===== src/rtl/ocp_tgt_pkg.sv =====
package ocp_tgt_pkg;

  typedef enum logic [2:0] {
    CMD_IDLE  = 3'b000,
    CMD_WRITE = 3'b001,
    CMD_READ  = 3'b010
  } cmd_code_e;

  typedef enum logic [1:0] {
    RESP_NONE  = 2'b00,
    RESP_VALID = 2'b01
  } resp_code_e;

  typedef enum logic [1:0] {
    KIND_NONE,
    KIND_WR,
    KIND_RD
  } cmd_kind_e;

  typedef enum logic [1:0] {
    ST_IDLE,
    ST_WRITE,
    ST_READ
  } tgt_state_e;

endpackage


===== src/rtl/ocp_tgt_decode.sv =====
module ocp_tgt_decode
  import ocp_tgt_pkg::*;
#(
  parameter int ADDR_W = 13,
  parameter int DEPTH = 256,
  parameter logic [ADDR_W-1:0] BASE_ADDR = '0,
  localparam int IDX_W = (DEPTH > 1) ? $clog2(DEPTH) : 1
) (
  input  logic [2:0]        mcmd,
  input  logic [ADDR_W-1:0] maddr,
  output cmd_kind_e         kind,
  output logic              hit,
  output logic [IDX_W-1:0]  idx
);

  localparam logic [ADDR_W:0] LO_EXT = {1'b0, BASE_ADDR};
  localparam logic [ADDR_W:0] HI_EXT = LO_EXT + (ADDR_W+1)'(DEPTH);

  logic [ADDR_W:0] addr_ext;
  logic [ADDR_W:0] offset;

  always_comb begin
    addr_ext = {1'b0, maddr};
    offset   = addr_ext - LO_EXT;
    hit      = (addr_ext >= LO_EXT) && (addr_ext < HI_EXT);
    idx      = offset[IDX_W-1:0];
  end

  always_comb begin
    unique case (mcmd)
      CMD_WRITE: kind = KIND_WR;
      CMD_READ:  kind = KIND_RD;
      default:   kind = KIND_NONE;
    endcase
  end

endmodule


===== src/rtl/ocp_tgt_mem.sv =====
module ocp_tgt_mem #(
  parameter int DATA_W = 8,
  parameter int DEPTH = 256,
  localparam int IDX_W = (DEPTH > 1) ? $clog2(DEPTH) : 1
) (
  input  logic              clk,
  input  logic              rst_n,
  input  logic              wr_en,
  input  logic [IDX_W-1:0]  wr_idx,
  input  logic [DATA_W-1:0] wr_data,
  input  logic [IDX_W-1:0]  rd_idx,
  output logic [DATA_W-1:0] rd_data
);

  logic [DATA_W-1:0] cells_q [DEPTH];

  generate
    for (genvar g = 0; g < DEPTH; g++) begin : g_cell
      logic cell_we;
      assign cell_we = wr_en && (wr_idx == IDX_W'(g));
      always_ff @(posedge clk or negedge rst_n) begin
        if (!rst_n) begin
          cells_q[g] <= '0;
        end else if (cell_we) begin
          cells_q[g] <= wr_data;
        end
      end
    end
  endgenerate

  assign rd_data = cells_q[rd_idx];

  // a write strobe lands its byte in the addressed cell
  assert_write_lands_R2: assert property (@(posedge clk) disable iff (!rst_n)
    wr_en |=> (cells_q[$past(wr_idx)] == $past(wr_data)));

endmodule


===== src/rtl/ocp_tgt_ctrl.sv =====
module ocp_tgt_ctrl
  import ocp_tgt_pkg::*;
#(
  parameter int DATA_W = 8,
  parameter int DEPTH = 256,
  localparam int IDX_W = (DEPTH > 1) ? $clog2(DEPTH) : 1
) (
  input  logic              clk,
  input  logic              rst_n,
  input  cmd_kind_e         kind,
  input  logic              hit,
  input  logic [IDX_W-1:0]  idx,
  input  logic [DATA_W-1:0] mdata,
  input  logic [DATA_W-1:0] mem_rdata,
  output logic              mem_we,
  output logic [IDX_W-1:0]  mem_idx,
  output logic [DATA_W-1:0] mem_wdata,
  output logic              scmd_accept,
  output logic [1:0]        sresp,
  output logic [DATA_W-1:0] sdata
);

  tgt_state_e        state_q, state_d;
  logic [IDX_W-1:0]  idx_q, idx_d;
  logic [DATA_W-1:0] data_q, data_d;
  logic              capture;

  always_comb begin
    state_d = state_q;
    capture = 1'b0;
    unique case (state_q)
      ST_IDLE: begin
        if (hit && kind == KIND_WR) begin
          state_d = ST_WRITE;
          capture = 1'b1;
        end else if (hit && kind == KIND_RD) begin
          state_d = ST_READ;
          capture = 1'b1;
        end
      end
      ST_WRITE: state_d = ST_IDLE;
      ST_READ:  state_d = ST_IDLE;
      default:  state_d = ST_IDLE;
    endcase
    idx_d  = capture ? idx   : idx_q;
    data_d = capture ? mdata : data_q;
  end

  always_ff @(posedge clk or negedge rst_n) begin
    if (!rst_n) begin
      state_q <= ST_IDLE;
      idx_q   <= '0;
      data_q  <= '0;
    end else begin
      state_q <= state_d;
      if (capture) begin
        idx_q  <= idx_d;
        data_q <= data_d;
      end
    end
  end

  always_comb begin
    mem_we      = (state_q == ST_WRITE);
    mem_idx     = idx_q;
    mem_wdata   = data_q;
    scmd_accept = (state_q != ST_IDLE);
    sresp       = (state_q == ST_READ) ? RESP_VALID : RESP_NONE;
    sdata       = (state_q == ST_READ) ? mem_rdata : '0;
  end

  // acceptance never lasts more than one cycle
  assert_accept_single_R2: assert property (@(posedge clk) disable iff (!rst_n)
    scmd_accept |=> !scmd_accept);

  // an in-window command seen while idle is accepted on the next cycle
  assert_accept_next_R8: assert property (@(posedge clk) disable iff (!rst_n)
    (!scmd_accept && hit && kind != KIND_NONE) |=> scmd_accept);

  // nothing in window, no valid code -> no acceptance
  assert_ignore_R6: assert property (@(posedge clk) disable iff (!rst_n)
    (!scmd_accept && !(hit && kind != KIND_NONE)) |=> !scmd_accept);

  // a response only ever rides with an acceptance
  assert_resp_with_accept_R4: assert property (@(posedge clk) disable iff (!rst_n)
    (sresp != RESP_NONE) |-> (scmd_accept && sresp == RESP_VALID));

  // a read acceptance carries a data-valid response
  assert_read_resp_R3: assert property (@(posedge clk) disable iff (!rst_n)
    ($past(!scmd_accept && hit && kind == KIND_RD)) |-> (sresp == RESP_VALID));

endmodule


===== src/rtl/ocp_mem_target.sv =====
module ocp_mem_target
  import ocp_tgt_pkg::*;
#(
  parameter int ADDR_W = 13,
  parameter int DATA_W = 8,
  parameter int DEPTH = 256,
  parameter logic [ADDR_W-1:0] BASE_ADDR = '0
) (
  input  logic              clk,
  input  logic              rst_n,
  input  logic [2:0]        mcmd,
  input  logic [ADDR_W-1:0] maddr,
  input  logic [DATA_W-1:0] mdata,
  output logic              scmd_accept,
  output logic [1:0]        sresp,
  output logic [DATA_W-1:0] sdata
);

  localparam int IDX_W = (DEPTH > 1) ? $clog2(DEPTH) : 1;

  cmd_kind_e         kind;
  logic              hit;
  logic [IDX_W-1:0]  idx;
  logic              mem_we;
  logic [IDX_W-1:0]  mem_idx;
  logic [DATA_W-1:0] mem_wdata;
  logic [DATA_W-1:0] mem_rdata;

  ocp_tgt_decode #(
    .ADDR_W(ADDR_W), .DEPTH(DEPTH), .BASE_ADDR(BASE_ADDR)
  ) u_decode (
    .mcmd(mcmd), .maddr(maddr), .kind(kind), .hit(hit), .idx(idx)
  );

  ocp_tgt_ctrl #(
    .DATA_W(DATA_W), .DEPTH(DEPTH)
  ) u_ctrl (
    .clk(clk), .rst_n(rst_n), .kind(kind), .hit(hit), .idx(idx),
    .mdata(mdata), .mem_rdata(mem_rdata), .mem_we(mem_we),
    .mem_idx(mem_idx), .mem_wdata(mem_wdata),
    .scmd_accept(scmd_accept), .sresp(sresp), .sdata(sdata)
  );

  ocp_tgt_mem #(
    .DATA_W(DATA_W), .DEPTH(DEPTH)
  ) u_mem (
    .clk(clk), .rst_n(rst_n), .wr_en(mem_we), .wr_idx(mem_idx),
    .wr_data(mem_wdata), .rd_idx(mem_idx), .rd_data(mem_rdata)
  );

  // outputs quiet immediately after reset release
  assert_reset_quiet_R1: assert property (@(posedge clk) disable iff (!rst_n)
    $rose(rst_n) |-> (!scmd_accept && sresp == RESP_NONE));

endmodule


===== config.mk =====
export PLATFORM = sky130hd
export DESIGN_NAME = ocp_mem_target
export DESIGN_NICKNAME = d
export VERILOG_FILES = /design/src/rtl/ocp_tgt_pkg.sv /design/src/rtl/ocp_tgt_decode.sv /design/src/rtl/ocp_tgt_mem.sv /design/src/rtl/ocp_tgt_ctrl.sv /design/src/rtl/ocp_mem_target.sv
export SDC_FILE = /design/constraint.sdc
export NUM_CORES = 2
export LEC_CHECK = 0
export ABC_AREA = 0
export ABC_CLOCK_PERIOD_IN_PS = 2560
export BUFFER_PORTS_ARGS = -buffer_cell sky130_fd_sc_hd__buf_2
export CAP_MARGIN = 0
export CORE_AREA = 2 2 462 464
export DETAILED_ROUTE_END_ITERATION = 8
export DIE_AREA = 0 0 464 466
export GPL_TIMING_DRIVEN = 0
export PLACE_DENSITY_LB_ADDON = 0.12
export REMOVE_ABC_BUFFERS = 1
export SYNTH_ARGS = -nofsm -noshare
export SYNTH_HDL_FRONTEND = slang
export SYNTH_SLANG_ARGS = --single-unit

===== constraint.sdc =====
create_clock -name clk -period 2.56 [get_ports clk]
set_input_delay 0.512 -clock clk [delete_from_list [all_inputs] [get_ports clk]]
set_output_delay 0.512 -clock clk [all_outputs]
set_load 0.01 [all_outputs]

==> metrics.log <==
INFO  metric maxSlewHeadroom = 8.20%
INFO  metric routed_met3_length = 13400 µm
INFO  metric root_buf_cell = clkbuf_16
INFO  metric post-route-util = 53.2%
INFO  metric holdBufCountCts = 20
INFO  metric holdCritPathClass = in -> async
INFO  metric most_frequent_cells_in_the_layout = dfrtp_1, mux2_2, mux4_2, clkbuf_16, nand2_1
INFO  metric vdd_drop_max = 0.000805 V
INFO  metric critical_path_required = 2.05 ns
INFO  metric portBuffers = 35
INFO  metric edff_count_synth = 0
INFO  metric worstMarginPinSlew = 1.37 ns
INFO  metric global_route.overflow_total = 0
INFO  metric tritoncts = done
INFO  metric worst-path-buf-inv = 4
INFO  metric ys_dominant_reg_cell = dfrtp_1
INFO  metric finalHoldViolCount = 142
INFO  metric placeableCoreArea = 211000 µm²
INFO  metric setup_slack_after_layout = -2.00 ns
INFO  metric ys_async_rst_share = 100%
INFO  metric run_status = finished, violations left
INFO  metric post_route_worst_hold_slack = -0.344 ns
INFO  metric initialDrtViolationCount = 3834
INFO  metric setup_viol_count_final = 2380
INFO  metric drt-pass1-iter-count = 5
INFO  metric top_signal_layer_used = met5
INFO  metric timing.critical_path.arrival = 4.05 ns
INFO  metric drt_total_wl = 279000 µm
INFO  metric worst_path_dominant_cell_family = compound AO/OA/AOI/OAI gates
INFO  metric cp_common_cell = a211oi_4
INFO  metric post_synth_xor_area_fraction = 0%
INFO  metric post_synth_and_or_nand_nor_area_fraction = 2.91%
INFO  metric globalRouteTotalUtil = 25.8%
INFO  metric grt_first_pass_wirelength = 412000 µm
INFO  metric post-layout-total-power = 76.4 mW
INFO  metric routed_len_inst = 29.9 µm
INFO  metric flops_latches_synth = 2066
INFO  metric m1WireLength = 126000 µm
INFO  metric number_of_buffers_created_by_cts = 224
INFO  metric synth_seq_area_share = 54.7%
INFO  metric worstSetupPathType = reg -> out
INFO  metric netlist_instances = 6169
INFO  metric power.leakage = 52.7 nW
INFO  metric flow.area_growth_from_synthesis = 19.0%
INFO  metric period_minus_slack = 4.56 ns
INFO  metric yosys.cell_types.count = 59
INFO  metric worst_clock_skew = 0.0302 ns
INFO  metric die_area = 216000 µm²
INFO  metric nets = 6357
INFO  metric critical-path-slowest-cell = dfrtp_4
INFO  metric globalplace.congestion = 0.794
INFO  metric rsz_0062_raised_after_global_routing = true
INFO  metric netlist_area = 94500 µm²
INFO  metric share_of_post_route_cells_with_drive_strength_above_1 = 54.3%
INFO  metric dieWidth = 464 µm
INFO  metric highest_net_fanout_along_the_worst_path = 48
INFO  metric pin_count = 37
INFO  metric fin_cells = 9340
INFO  metric cts_max_path_buffers = 3
INFO  metric place_hpwl = 165000 µm
INFO  metric synth-adder-area-share = 0%
INFO  metric clk_lat_worst_skew = 0.88 ns
INFO  metric dp_cells = 8665
INFO  metric ant_nets = 0
INFO  metric achievable-frequency = 219 MHz
INFO  metric dominant_combinational_cell_family_by_area_after_synthesis = multiplexers
INFO  metric cts_sinks = 2066
INFO  metric via_count_of_the_first_global_routing_pass = 58600
INFO  metric critical_path.startpoint_type = register
INFO  metric mean_instance_size_in_the_synthesized_netlist = 15.3 µm²
INFO  metric final_max_slew_viol_count = 0
INFO  metric yosysWarnings = 0
INFO  metric timing.critical_path.to_type = primary output
INFO  metric met2WireLength = 131000 µm
INFO  metric post_synthesis_compound_gate_area_fraction = 2.92%
INFO  metric cpPeakStageDelay = 0.50 ns
INFO  metric rows = 169
INFO  metric drc_violations = 0
INFO  metric antenna_found_initial = 3
INFO  metric start_util = 44.7%
INFO  metric die-height = 466 µm
INFO  metric clk_pin_slew_worst_paths = 0.06 ns
INFO  metric num_vias = 56100
INFO  metric worstPathCellList = buf_16 -> nor2_4 -> buf_4 -> buf_8 -> o21ai_0 -> a21oi_1 -> a22oi_1 -> a41oi_2 -> a211oi_4 -> a211oi_4 -> buf_2
INFO  metric htree_levels = 4
INFO  metric failing_checks = negative hold slack, negative setup slack
INFO  metric grt_start_max_net_pins = 164
INFO  metric yosys-mux-area-fraction = 37.1%
INFO  metric layout_commonest_cell = dfrtp_1
INFO  metric cap_viol_max_count = 0
INFO  metric vias_per_cell = 6.01
INFO  metric post-route-period-util = 178%
INFO  metric power_density_relative_to_cell_area = 679 nW/µm²
==> state kept, by name, indices dropped and copies added (netlist names) <==
| signal | flops |
|---|---|
| u_mem.cells_q | 2048 |
| u_ctrl.mem_idx | 8 |
| u_ctrl.mem_wdata | 8 |
| u_ctrl.state_q | 2 |
==> synthesized netlist by cell type (8+ instances only) <==
library cell | instances | area share (%)
a221oi_1 | 33 | 0.31
nand2_2 | 24 | 0.16
nor2b_1 | 24 | 0.16
clkbuf_1 | 290 | 1.2
a31oi_1 | 17 | 0.11
dfrtp_1 | 2066 | 55
o221ai_1 | 8 | 0.074
o211ai_1 | 15 | 0.12
mux2_2 | 1991 | 24
nor3_1 | 21 | 0.11
a21oi_1 | 34 | 0.18
buf_4 | 60 | 0.48
nor2_4 | 30 | 0.36
nand2b_1 | 17 | 0.11
nand3_1 | 52 | 0.28
o21ai_0 | 41 | 0.22
nand4_1 | 12 | 0.079
a41oi_1 | 9 | 0.083
o22ai_1 | 43 | 0.28
mux2i_1 | 220 | 2.3
nor2_1 | 29 | 0.12
mux4_2 | 414 | 9.9
nor4_1 | 8 | 0.053
a211oi_1 | 24 | 0.19
buf_6 | 18 | 0.21
nor2_2 | 30 | 0.20
mux2_1 | 97 | 1.2
buf_2 | 82 | 0.43
a22oi_1 | 81 | 0.64
a22o_1 | 21 | 0.19
nand2_1 | 257 | 1.0
buf_1 | 12 | 0.048
==> worst reg2reg max path, stage by stage (launching register included) <==
cell	delay [ns]
dfrtp_4	0.49
buf_16	0.16
buf_16	0.19
buf_16	0.21
inv_1	0.10
nor3_4	0.16
buf_4	0.14
nand2_2	0.74
nor2_2	0.88
mux2_2	0.41
==> path summary, 6_finish.rpt <==
kind,cells after the start,from,slack (ns),endpoint
worst max-delay path,11,u_ctrl.mem_idx[5],-2.00,sdata[6]
worst min-delay path,1,rst_n,-0.34,u_mem.cells_q[519]
worst max register to register,9,u_ctrl.mem_idx[1],-1.03,u_mem.cells_q[711]
worst min register to register,1,u_mem.cells_q[1129],0.48,u_mem.cells_q[1129]
max in group asynchronous,5,rst_n,-0.52,u_mem.cells_q[223]
min in group clk,3,maddr[6],0.39,u_ctrl.mem_idx[6]
==> area by class of cell <==
| cell class | instances | area [µm²] |
|---|---|---|
| Sequential cell | 2066 | 51800 |
| Fill cell | 17300 | 98800 |
| Multi-Input combinational cell | 3641 | 42900 |
| Clock buffer | 351 | 6730 |
| Clock inverter | 62 | 727 |
| Timing Repair Buffer | 395 | 6750 |
| Tap cell | 2821 | 3530 |
| Antenna cell | 1 | 2.50 |
| Inverter | 3 | 16.3 |
==> layer usage <==
metal | vias to the layer above | global-route usage, %
li1 | 23500 | -
met1 | 30900 | 37.2
met2 | 1326 | 40.6
met3 | 379 | 3.43
met4 | 2 | 7.99
met5 | - | 0
==> cell families (layout without fill, tap and decap cells) <==
family / count (synthesis) / count (layout)
multiplexers: 2722 / 2722
flip-flops: 2066 / 2066
AND/OR/NAND/NOR: 535 / 539
buffers and inverters: 466 / 811
AO/OA/AOI/OAI: 379 / 379
other: 1 / 2
==> through the flow <==
step	TNS (ns)	worst slack (ns)	area, µm²
finish	-1236.70	-2.00	112000
global route	-1534.93	-2.02	112000
CTS	-1669.60	-2.01	111000
detailed placement	-3954.86	-3.37	98800
global placement	-	-45.36	96000
floorplan	-	-17.55	92300
==> repair_timing <==
action                                 4_1_cts  5_1_grt
endpoints found under the hold margin      160      142
gates cloned                                53       10
resized for setup                          375      149
pin swaps                                   87       55
buffers inserted                           113       67
setup endpoints to repair                 2465     2816
==> where the power goes <==
group	leakage, nW	total, mW	internal [mW]	switching, mW
clock	3.67	32.7	19.2	13.6
combinational	20.1	10.5	3.89	6.58
sequential	28.8	33.2	32.7	0.427
Power figures use the tool's default switching activity.
